$ cat config.mk
export PLATFORM = sky130hd
export DESIGN_NAME = keyed_watchdog
export DESIGN_NICKNAME = d
export VERILOG_FILES = /design/src/rtl/kwd_pkg.sv /design/src/rtl/kwd_prescaler.sv /design/src/rtl/kwd_ctrl.sv /design/src/rtl/kwd_datapath.sv /design/src/rtl/keyed_watchdog.sv
export SDC_FILE = /design/constraint.sdc
export NUM_CORES = 1
export LEC_CHECK = 0
export ABC_AREA = 1
export CORE_ASPECT_RATIO = 0.5
export CORE_MARGIN = 2
export CORE_UTILIZATION = 60
export CTS_BUF_LIST = sky130_fd_sc_hd__clkbuf_8
export CTS_CLUSTER_DIAMETER = 120
export CTS_CLUSTER_SIZE = 30
export DETAILED_ROUTE_END_ITERATION = 8
export DONT_BUFFER_PORTS = 1
export PLACE_DENSITY_LB_ADDON = 0.08
export SLEW_MARGIN = 20
export SYNTH_ARGS = -nofsm -noshare
export SYNTH_HDL_FRONTEND = slang
export SYNTH_SLANG_ARGS = --single-unit
$ cat constraint.sdc
create_clock -name clk -period 2.6 [get_ports clk]
set_input_delay 0.13 -clock clk [delete_from_list [all_inputs] [get_ports clk]]
set_output_delay 0.13 -clock clk [all_outputs]
set_load 0.02 [all_outputs]
$ cat src/rtl/kwd_pkg.sv
package kwd_pkg;
  localparam int DATA_W = 16;
  localparam int CNT_W  = 8;
  localparam int SEL_W  = 3;
  localparam int PRE_W  = 14;

  typedef struct packed {
    logic             wdMode;
    logic             runEn;
    logic [SEL_W-1:0] clkSel;
    logic             rstEn;
  } cfg_t;

  typedef struct packed {
    logic             cntLoad;
    logic [CNT_W-1:0] loadVal;
    logic             flagClrReq;
    logic             flagRead;
  } strobe_t;

  function automatic logic [PRE_W:0] divOf(input logic [SEL_W-1:0] sel);
    logic [PRE_W:0] d;
    case (sel)
      3'd0:    d = 1;
      3'd1:    d = 1 << 6;
      3'd2:    d = 1 << 7;
      3'd3:    d = 1 << 8;
      3'd4:    d = 1 << 9;
      3'd5:    d = 1 << 10;
      3'd6:    d = 1 << 12;
      default: d = 1 << 14;
    endcase
    return d;
  endfunction
endpackage

$ cat src/rtl/kwd_prescaler.sv
module kwd_prescaler
  import kwd_pkg::*;
(
  input  logic             clk,
  input  logic             rstN,
  input  logic             runEn,
  input  logic [SEL_W-1:0] clkSel,
  output logic             tick
);
  logic [PRE_W-1:0] preCnt;
  logic [PRE_W:0]   divLim;

  always_comb begin
    divLim = divOf(clkSel) - 1'b1;
    tick   = runEn && ({1'b0, preCnt} >= divLim);
  end

  always_ff @(posedge clk) begin
    if (!rstN)       preCnt <= '0;
    else if (!runEn) preCnt <= '0;
    else if (tick)   preCnt <= '0;
    else             preCnt <= preCnt + 1'b1;
  end

  AST_PRE_RESTART: assert property (@(posedge clk) disable iff (!rstN)
    ($past(!runEn) && runEn && clkSel != '0) |-> !tick);
endmodule

$ cat src/rtl/kwd_ctrl.sv
module kwd_ctrl
  import kwd_pkg::*;
#(
  parameter int ADDR_W = 3
) (
  input  logic              clk,
  input  logic              rstN,
  input  logic [ADDR_W-1:0] busAddr,
  input  logic              busWrEn,
  input  logic              busRdEn,
  input  logic [DATA_W-1:0] busWrData,
  input  logic [CNT_W-1:0]  cntVal,
  input  logic              ovfFlag,
  output cfg_t              cfg,
  output strobe_t           stb,
  output logic [DATA_W-1:0] busRdData
);
  localparam logic [7:0]        KEY_CTRL  = 8'hA5;
  localparam logic [7:0]        KEY_CNT   = 8'h5A;
  localparam logic [7:0]        KEY_RST   = 8'h5A;
  localparam logic [DATA_W-1:0] CLR_WORD  = 16'hA500;
  localparam logic [ADDR_W-1:0] OFF_CTRL  = 0;
  localparam logic [ADDR_W-1:0] OFF_CNT   = 2;
  localparam logic [ADDR_W-1:0] OFF_RST   = 4;
  localparam int                BIT_MODE  = 6;
  localparam int                BIT_RUN   = 5;
  localparam int                BIT_RSTEN = 6;
  localparam int                BIT_FLAG  = 7;

  logic [7:0] keyByte;
  logic       hitCtrl, hitCnt, hitRst;
  logic       ctrlWrOk, rstWrOk;

  always_comb begin
    keyByte  = busWrData[DATA_W-1:8];
    hitCtrl  = busAddr == OFF_CTRL;
    hitCnt   = busAddr == OFF_CNT;
    hitRst   = busAddr == OFF_RST;
    ctrlWrOk = busWrEn && hitCtrl && keyByte == KEY_CTRL;
    rstWrOk  = busWrEn && hitRst && keyByte == KEY_RST;
    stb.cntLoad    = busWrEn && hitCnt && keyByte == KEY_CNT;
    stb.loadVal    = busWrData[CNT_W-1:0];
    stb.flagClrReq = busWrEn && hitRst && busWrData == CLR_WORD;
    stb.flagRead   = busRdEn && hitRst;
  end

  always_ff @(posedge clk) begin
    if (!rstN) begin
      cfg <= '0;
    end else begin
      if (ctrlWrOk) begin
        cfg.wdMode <= busWrData[BIT_MODE];
        cfg.runEn  <= busWrData[BIT_RUN];
        cfg.clkSel <= busWrData[SEL_W-1:0];
      end
      if (rstWrOk) cfg.rstEn <= busWrData[BIT_RSTEN];
    end
  end

  always_comb begin
    busRdData = '0;
    if (hitCtrl) begin
      busRdData[BIT_MODE]    = cfg.wdMode;
      busRdData[BIT_RUN]     = cfg.runEn;
      busRdData[SEL_W-1:0]   = cfg.clkSel;
    end else if (hitCnt) begin
      busRdData[CNT_W-1:0]   = cntVal;
    end else if (hitRst) begin
      busRdData[BIT_FLAG]    = ovfFlag;
      busRdData[BIT_RSTEN]   = cfg.rstEn;
    end
  end

  AST_ONE_TARGET: assert property (@(posedge clk) disable iff (!rstN)
    $onehot0({ctrlWrOk, stb.cntLoad, rstWrOk, stb.flagClrReq}));
  AST_BADKEY_CTRL: assert property (@(posedge clk) disable iff (!rstN)
    (busWrEn && hitCtrl && keyByte != KEY_CTRL) |=>
      (cfg.wdMode == $past(cfg.wdMode) && cfg.runEn == $past(cfg.runEn)
       && cfg.clkSel == $past(cfg.clkSel)));
  AST_UPPER_ZERO: assert property (@(posedge clk) disable iff (!rstN)
    busRdData[DATA_W-1:8] == 8'h00);
  AST_RSTEN_TAKE: assert property (@(posedge clk) disable iff (!rstN)
    rstWrOk |=> cfg.rstEn == $past(busWrData[BIT_RSTEN]));
endmodule

$ cat src/rtl/kwd_datapath.sv
module kwd_datapath
  import kwd_pkg::*;
#(
  parameter int RST_CYCLES = 16
) (
  input  logic             clk,
  input  logic             rstN,
  input  cfg_t             cfg,
  input  strobe_t          stb,
  output logic [CNT_W-1:0] cntVal,
  output logic             ovfFlag,
  output logic             rstPulse
);
  localparam int PW = $clog2(RST_CYCLES + 1);
  localparam logic [CNT_W-1:0] CNT_TOP = '1;

  logic          tick;
  logic          wrapEv;
  logic          clrArmed;
  logic          clrNow;
  logic [PW-1:0] pulseCnt;

  kwd_prescaler u_pre (
    .clk    (clk),
    .rstN   (rstN),
    .runEn  (cfg.runEn),
    .clkSel (cfg.clkSel),
    .tick   (tick)
  );

  always_comb begin
    wrapEv = tick && !stb.cntLoad && cntVal == CNT_TOP;
    clrNow = stb.flagClrReq && clrArmed && ovfFlag;
  end

  always_ff @(posedge clk) begin
    if (!rstN)            cntVal <= '0;
    else if (stb.cntLoad) cntVal <= stb.loadVal;
    else if (tick)        cntVal <= cntVal + 1'b1;
  end

  always_ff @(posedge clk) begin
    if (!rstN) begin
      ovfFlag  <= 1'b0;
      clrArmed <= 1'b0;
    end else if (wrapEv) begin
      ovfFlag  <= 1'b1;
      clrArmed <= 1'b0;
    end else if (clrNow) begin
      ovfFlag  <= 1'b0;
      clrArmed <= 1'b0;
    end else if (stb.flagRead && ovfFlag) begin
      clrArmed <= 1'b1;
    end
  end

  always_ff @(posedge clk) begin
    if (!rstN)                                  pulseCnt <= '0;
    else if (wrapEv && cfg.wdMode && cfg.rstEn) pulseCnt <= PW'(RST_CYCLES);
    else if (pulseCnt != '0)                    pulseCnt <= pulseCnt - 1'b1;
  end

  assign rstPulse = pulseCnt != '0;

  AST_CNT_STEP: assert property (@(posedge clk) disable iff (!rstN)
    (tick && !stb.cntLoad) |=> cntVal == CNT_W'($past(cntVal) + 1'b1));
  AST_CNT_HOLD: assert property (@(posedge clk) disable iff (!rstN)
    (!cfg.runEn && !stb.cntLoad) |=> cntVal == $past(cntVal));
  AST_LOAD_WINS: assert property (@(posedge clk) disable iff (!rstN)
    stb.cntLoad |=> cntVal == $past(stb.loadVal));
  AST_FLAG_CLR_ARMED: assert property (@(posedge clk) disable iff (!rstN)
    $fell(ovfFlag) |-> $past(clrArmed && stb.flagClrReq));
  AST_RST_NEEDS_FLAG: assert property (@(posedge clk) disable iff (!rstN)
    $rose(rstPulse) |-> ovfFlag);
endmodule

$ cat src/rtl/keyed_watchdog.sv
module keyed_watchdog
  import kwd_pkg::*;
#(
  parameter int ADDR_W     = 3,
  parameter int RST_CYCLES = 16
) (
  input  logic              clk,
  input  logic              rstN,
  input  logic [ADDR_W-1:0] busAddr,
  input  logic              busWrEn,
  input  logic              busRdEn,
  input  logic [15:0]       busWrData,
  output logic [15:0]       busRdData,
  output logic              sysRstOut
);
  cfg_t             cfg;
  strobe_t          stb;
  logic [CNT_W-1:0] cntVal;
  logic             ovfFlag;

  kwd_ctrl #(.ADDR_W(ADDR_W)) u_ctrl (
    .clk       (clk),
    .rstN      (rstN),
    .busAddr   (busAddr),
    .busWrEn   (busWrEn),
    .busRdEn   (busRdEn),
    .busWrData (busWrData),
    .cntVal    (cntVal),
    .ovfFlag   (ovfFlag),
    .cfg       (cfg),
    .stb       (stb),
    .busRdData (busRdData)
  );

  kwd_datapath #(.RST_CYCLES(RST_CYCLES)) u_dp (
    .clk      (clk),
    .rstN     (rstN),
    .cfg      (cfg),
    .stb      (stb),
    .cntVal   (cntVal),
    .ovfFlag  (ovfFlag),
    .rstPulse (sysRstOut)
  );
endmodule

Yosys cells after proc, flatten, opt, wreduce, memory -nomap -nowiden
Cells that the tools add are included.
{"block": "word_totals", "ff_bits": 35, "inputBits": 23, "out_inout_bits": 17}
{"block": "classes", "add_sub_neg": 4, "order_cmp": 1, "n_eq_ne": 12, "muxes": 14, "n_bitwise": 2, "n_reduce_logical": 26}
{"cell": "one-hot mux 15 bit (7 select lines)", "n": 1}
{"cell": "equality test 16 bit (second input constant)", "n": 1}
{"cell": "equality test 8 bit (second input constant)", "n": 2}
{"cell": "logical AND 1 bit", "n": 16}
{"cell": "two-way mux 8 bit", "n": 2}
{"cell": "greater-or-equal comparator 14 x 15 -> 1 bit", "n": 1}
{"cell": "subtractor 15 x 1 -> 15 bit (second input constant)", "n": 1}
{"cell": "adder 14 x 1 -> 14 bit (second input constant)", "n": 1}
{"cell": "equality test 3 bit (second input constant)", "n": 4}
{"cell": "two-way mux 5 bit", "n": 2}
{"cell": "equality test 3 x 2 -> 1 bit (second input constant)", "n": 3}
{"cell": "adder 8 x 1 -> 8 bit (second input constant)", "n": 1}
{"cell": "equality test 8 x 7 -> 1 bit (second input constant)", "n": 1}
{"cell": "two-way mux 2 bit", "n": 4}
{"cell": "logical NOT 3 bit", "n": 2}
{"cell": "two-way mux 6 bit", "n": 1}
{"cell": "nonzero test 2 bit", "n": 3}
{"cell": "OR reduction 3 bit", "n": 2}
{"cell": "nonzero test 5 bit", "n": 1}
{"cell": "subtractor 5 x 1 -> 5 bit (second input constant)", "n": 1}
{"cell": "equality test 3 x 1 -> 1 bit (second input constant)", "n": 1}
{"cell": "two-way mux 1 bit", "n": 3}
{"cell": "two-way mux 3 bit", "n": 1}
{"cell": "NOT 1 bit", "n": 2}
{"cell": "other kinds (2)", "n": 2}

Longest topological paths before layout
{"block": "logic_depth", "ltp_word": 10, "ltp_mapped": 17, "mapped_depth_nobuf": 16}

Modules after synthesis
A second synthesis with hierarchy kept.
{"block": "unflattened", "cells_unflattened": 393, "hier_area_um2": 2680.1}
{"module": "kwd_prescaler", "n_inst": 1, "cells_per_inst": 162, "area_each_um2": 1134.8}
{"module": "kwd_datapath", "n_inst": 1, "cells_per_inst": 117, "area_each_um2": 890.9}
{"module": "kwd_ctrl", "n_inst": 1, "cells_per_inst": 114, "area_each_um2": 654.4}

Least setup slack after synthesis
OpenSTA, ideal clock, no wires.
{"block": "synth_timing", "kind": "reg2reg", "startpoint": "register u_ctrl.cfg[2] (netlist name)", "endpoint": "register u_dp.u_pre.preCnt[7]", "setup_time_ns": 0.078, "arrival_time_ns": 2.161, "required_time_ns": 2.522, "path_slack_ns": 0.362, "stages_incl_launch_ff": 18, "path_buffers": 2, "cell_sequence": "dfxtp_1 > clkbuf_1 > nor2_1 > nand2_1 > ha_1 > xnor2_1 > inv_1 > ha_1 > nand2_1 > nor2_1 > nand2_1 > nor2_1 > nor2_1 > nand3_2 > nand2_4 > nand3_2 > buf_2 > nor3_1"}
{"block": "synth_via", "elab_chain_len": 6, "elab_cells_between_ends": 12}
{"element": "equality test 3 bit, or another cell as far along", "line": "kwd_pkg.sv:23", "source": "case (sel)"}
{"element": "one-hot mux 15 bit (7 select lines) *", "line": "kwd_pkg.sv:23"}
{"element": "subtractor 15 x 1 -> 15 bit *", "line": "kwd_prescaler.sv:14", "source": "divLim = divOf(clkSel) - 1'b1;"}
{"element": "greater-or-equal comparator 14 x 15 -> 1 bit *", "line": "kwd_prescaler.sv:15", "source": "tick = runEn && ({1'b0, preCnt} >= divLim);"}
{"element": "logical AND 1 bit *", "line": "kwd_prescaler.sv:15"}
{"element": "OR reduction 3 bit (no source line) *"}
{"element": "end signal, assigned", "line": "kwd_prescaler.sv:22", "source": "else preCnt <= preCnt + 1'b1;"}
{"element": "end, declared", "line": "kwd_prescaler.sv:10", "source": "logic [PRE_W-1:0] preCnt;"}
Mark *: on every way between the ends. The rest lies on a longest branch, timed or not.
A chain may end at the register's enable or synchronous reset.

Final worst setup path
{"block": "layout_timing", "startpoint": "register u_ctrl.cfg[1] (netlist name)", "endpoint": "register u_dp.pulseCnt[2]"}
{"block": "layout_via", "elab_chain_len": 10, "elab_cells_between_ends": 16}
{"element": "equality test 3 bit, or another cell as far along", "line": "kwd_pkg.sv:23"}
{"element": "one-hot mux 15 bit (7 select lines) *", "line": "kwd_pkg.sv:23"}
{"element": "subtractor 15 x 1 -> 15 bit *", "line": "kwd_prescaler.sv:14"}
{"element": "greater-or-equal comparator 14 x 15 -> 1 bit *", "line": "kwd_prescaler.sv:15"}
{"element": "logical AND 1 bit *", "line": "kwd_prescaler.sv:15"}
{"element": "logical AND 1 bit * (2 in a row)", "line": "kwd_datapath.sv:32", "source": "wrapEv = tick && !stb.cntLoad && cntVal == CNT_TOP;"}
{"element": "logical AND 1 bit * (2 in a row)", "line": "kwd_datapath.sv:59", "source": "else if (wrapEv && cfg.wdMode && cfg.rstEn) pulseCnt <= PW'(RST_CYCLES);"}
{"element": "OR reduction 2 bit (no source line) *"}
{"element": "end signal, assigned", "line": "kwd_datapath.sv:59"}
{"element": "end signal, assigned", "line": "kwd_datapath.sv:60", "source": "else if (pulseCnt != '0) pulseCnt <= pulseCnt - 1'b1;"}
{"element": "end, declared", "line": "kwd_datapath.sv:21", "source": "logic [PW-1:0] pulseCnt;"}
Marked as above.

==> impl_results.md <==
- Total negative slack: 0 ps
- Kind of launch point of the worst setup path: flop
- Headroom to the max-slew limit: 51.79%
- Number of nets at the end of the flow: 394
- Leakage power of the design: 1.115 nW
- DR DRC count: 0
- Delay of the slowest cell on the worst path: 380 ps
- Root cell of the clock tree: clkbuf_8
- Fill cell instance count of the final layout: 337
- Final max-slew violation count: 0
- Num CTS Buffers: 5
- Reported max-cap violation count: 0
- Maximum clock frequency: 0.4136 GHz
- Cell type with the highest aggregate area in the netlist: dfxtp_1
- Port Buf Inserts: 0
- Antenna-violating nets left: 0
- Final Wtd Congestion: 0.9527
- Final Hold Fails: 0
- GRT overflow: 0
- Top Family by Delay on Critical Path: simple AND/OR/NAND/NOR gates
- TritonCTS Sinks: 35
- Cell type of the slowest stage on the worst timing path: dfxtp_4
- Core Rows: 16
- Switch Pwr: 0.4167 mW
- Layout cell share with drive strength beyond 1: 9.915%
- Fraction of the yosys area taken by sequential cells: 29.63%
- Total I/O pin count: 40
- Starting utilization of the core area: 61.52%
- Placeable core region: 3844 sq um
- Clock insertion delay at the later pin of the skew report: 290 ps
- Unrepaired setup endpoints after global routing: no
- First drt pass iteration count: 4
- Outcome: finished clean
- Floorplan die area: 4490 sq um
- Number of antenna violations at the first check in global routing: 0
- Maximum number of buffers from clock root to sink: 2
- Deepest level of the CTS H-tree: 2
- TritonCTS clock tree: yes
- Logic gate share of total power: 18.8%
- Initial DRC Count: 66
- Pin count of the biggest net entering global routing: 27
- Highest fanout seen on the critical path: 7
- Die width: 92.79 microns
- Maximum VDD drop: 339.0 uV
- Most frequent cells in the layout: 64 x nand2_1, 49 x inv_1, 41 x nor2_1, 32 x dfxtp_1, 24 x nand3_1
- Main flop type after synthesis: dfxtp_1
- Actual transition at the worst max-transition pin: 715.6 ps
- Most used cell, CP: nor2_1
- Overall fraction of global-route tracks in use: 24.20%
- Critical setup path kind: reg2reg
- Register bit count reported by yosys: 35
- Clock-pin slew of the registers on the worst-case setup and hold paths: 80 ps
- Worst-path cell chain: nor2_2 > nand2_2 > ha_4 > xnor2_2 > inv_1 > ha_1 > nand2_1 > nor2_1 > nand2_1 > nor2_2 > nor2_1 > nand3_2 > nand4_1 > o21ai_2 > nor2_1
- Cell-internal power: 1.053 mW
- Total wirelength of the detailed-routed design: 5195 microns
- Count of unique library cells instantiated by Yosys: 36
- Largest cells by area after synthesis: dfxtp_1 30%, nand2_1 10%, ha_1 10%
- Routed WL per cell: 12.76 microns
- Proportion of power drawn by the clock network: 40.8%
- First-pass GRT wire length: 8707 microns
- Half-perimeter wire length of the detailed placement result: 3864 microns
- Cell area after placement: 2376 sq um
- Final Cell Area: 2596 sq um
- Ys Warns: 0
- Avg Vias per Cell: 5.300
- Worst hold-check path type: in2reg
- Post-synth design cell area: 2365 sq um
- Critical path capture point type: flop
- Data required, critical path: 2790 ps
- Average cell area after synthesis: 6.795 sq um
- Buffers plus inverters on the worst setup path: 1
- Share of the clock period used by the worst path after layout: 93.00%
- Setup skew after layout: 6.329 ps
- Worst hold slack: 25.81 ps
- Via count of the first global-routing pass: 2035
- Fraction of registers with async set or reset after synthesis: 0%
- Fraction of power spent switching nets: 28.35%
- Total inserted antenna cells: 0
- Min Tclk post-route: 2418 ps
- Syn-to-layout area delta: 9.788%
- Power Dens Cells: 566.1 nW/um^2
- Synth Instances: 348
- Overall Power: 1.470 mW
- Setup violation total in the final timing report: 0
- Footprint of the multi-input gates: 1451 sq um
- Number of flops mapped to enable cells by yosys: 0
- Area share of the leading cell type in the synthesized netlist: 29.63%
- Total via count after detailed routing: 2157
- Sequential cell fraction of total power: 40.3%
- Most common library cell in the layout ignoring fill and taps: nand2_1
- Register cell area after layout: 711.9 sq um
- Arrival time at the worst endpoint: 2600 ps
- Overall die height: 48.39 microns
## cell type report
type                       count  share of cell area (%)
clock inverter                 3                   2.602
sequential                    35                   27.42
tap                           54                   2.602
clock buffer                   5                   2.651
multi-input combinational    254                   55.90
inverter                      53                   7.663
timing repair buffer           3                   1.157
## repair_timing
action | in CTS | in global routing
setup endpoints to repair | 2 | 29
hold endpoints to repair | 10 | 0
setup buffers | 0 | 2
hold buffers | 1 | 0
pin swaps | 0 | 7
resized for setup | 1 | 15
## power by group through the flow
stage | clock (mW) | sequential [mW] | combinational [mW]
2_1_floorplan | 0 | 0.603 | 0.244
3_3_place_gp | 0 | 0.604 | 0.264
3_5_place_dp | 0 | 0.608 | 0.272
4_1_cts | 0.607 | 0.596 | 0.277
5_1_grt | 0.623 | 0.599 | 0.325
6_report | 0.600 | 0.593 | 0.277
## cells by family (layout without fill, tap and decap cells)
kind of cell	count (synthesis)	count (layout)	share of synthesized area [%]
multiplexers	1	1	0.4233
AO/OA/AOI/OAI	49	49	11.22
adder cells (fa/ha/maj)	19	19	10.05
XOR/XNOR	13	13	4.815
AND/OR/NAND/NOR	164	164	31.80
flip-flops	35	35	29.63
other	1	8	0.1586
buffers and inverters	66	64	11.90
## flip-flops by register name, summed over array words and instances (netlist names)
signal	cells
u_dp.cntVal	8
u_dp.pulseCnt	5
u_ctrl.cfg	6
u_dp.clrArmed	1
u_dp.ovfFlag	1
u_dp.u_pre.preCnt	14
## final timing paths
path	startpoint	end	slack, ps	cells after the start
hold / removal	busWrEn	u_ctrl.cfg[0]	30	2
setup reg to reg	u_ctrl.cfg[1]	u_dp.pulseCnt[2]	180	15
hold reg to reg	u_dp.u_pre.preCnt[0]	u_dp.u_pre.preCnt[0]	490	1
setup / recovery	u_ctrl.cfg[1]	u_dp.pulseCnt[2]	180	15
## layer usage
| metal | GRT usage [%] | routed length (microns) | up-vias |
|---|---|---|---|
| met5 | 0 | 0 | - |
| li1 | - | - | 1115 |
| met4 | 4.902 | 33 | 0 |
| met1 | 32.35 | 2485 | 977 |
| met3 | 6.231 | 334 | 4 |
| met2 | 40.10 | 2340 | 61 |
## worst register-to-register path: stages, from the launching register on
cell     delay [ps]
dfxtp_4         380
nor2_2          120
nand2_2          90
ha_4            170
xnor2_2         120
inv_1            60
ha_1            260
nand2_1          70
nor2_1          120
nand2_1          80
nor2_2          120
nor2_1           60
nand3_2          90
nand4_1         230
o21ai_2         290
nor2_1           60
## through the flow
stage / utilization, % / setup WS (ps) / std cells
global placement: 61.82 / 198.1 / 396
detailed placement: 61.82 / 29.00 / 396
global route: 67.55 / 5.101 / 407
CTS: 65.82 / 78.23 / 405
floorplan: - / 361.6 / 355
finish: 67.55 / 181.9 / 407
## Yosys cell counts, types with 5 or more instances
cell type   n
a21oi_1    21
buf_4       8
dfxtp_1    35
ha_1       19
inv_1      50
nand2_1    66
nand3_1    25
nand3_2     5
nand4_1     7
nor2_1     43
o21ai_0    15
o21ai_1     5
xor2_1     10
Note: power is estimated with default switching activity, not from simulation.
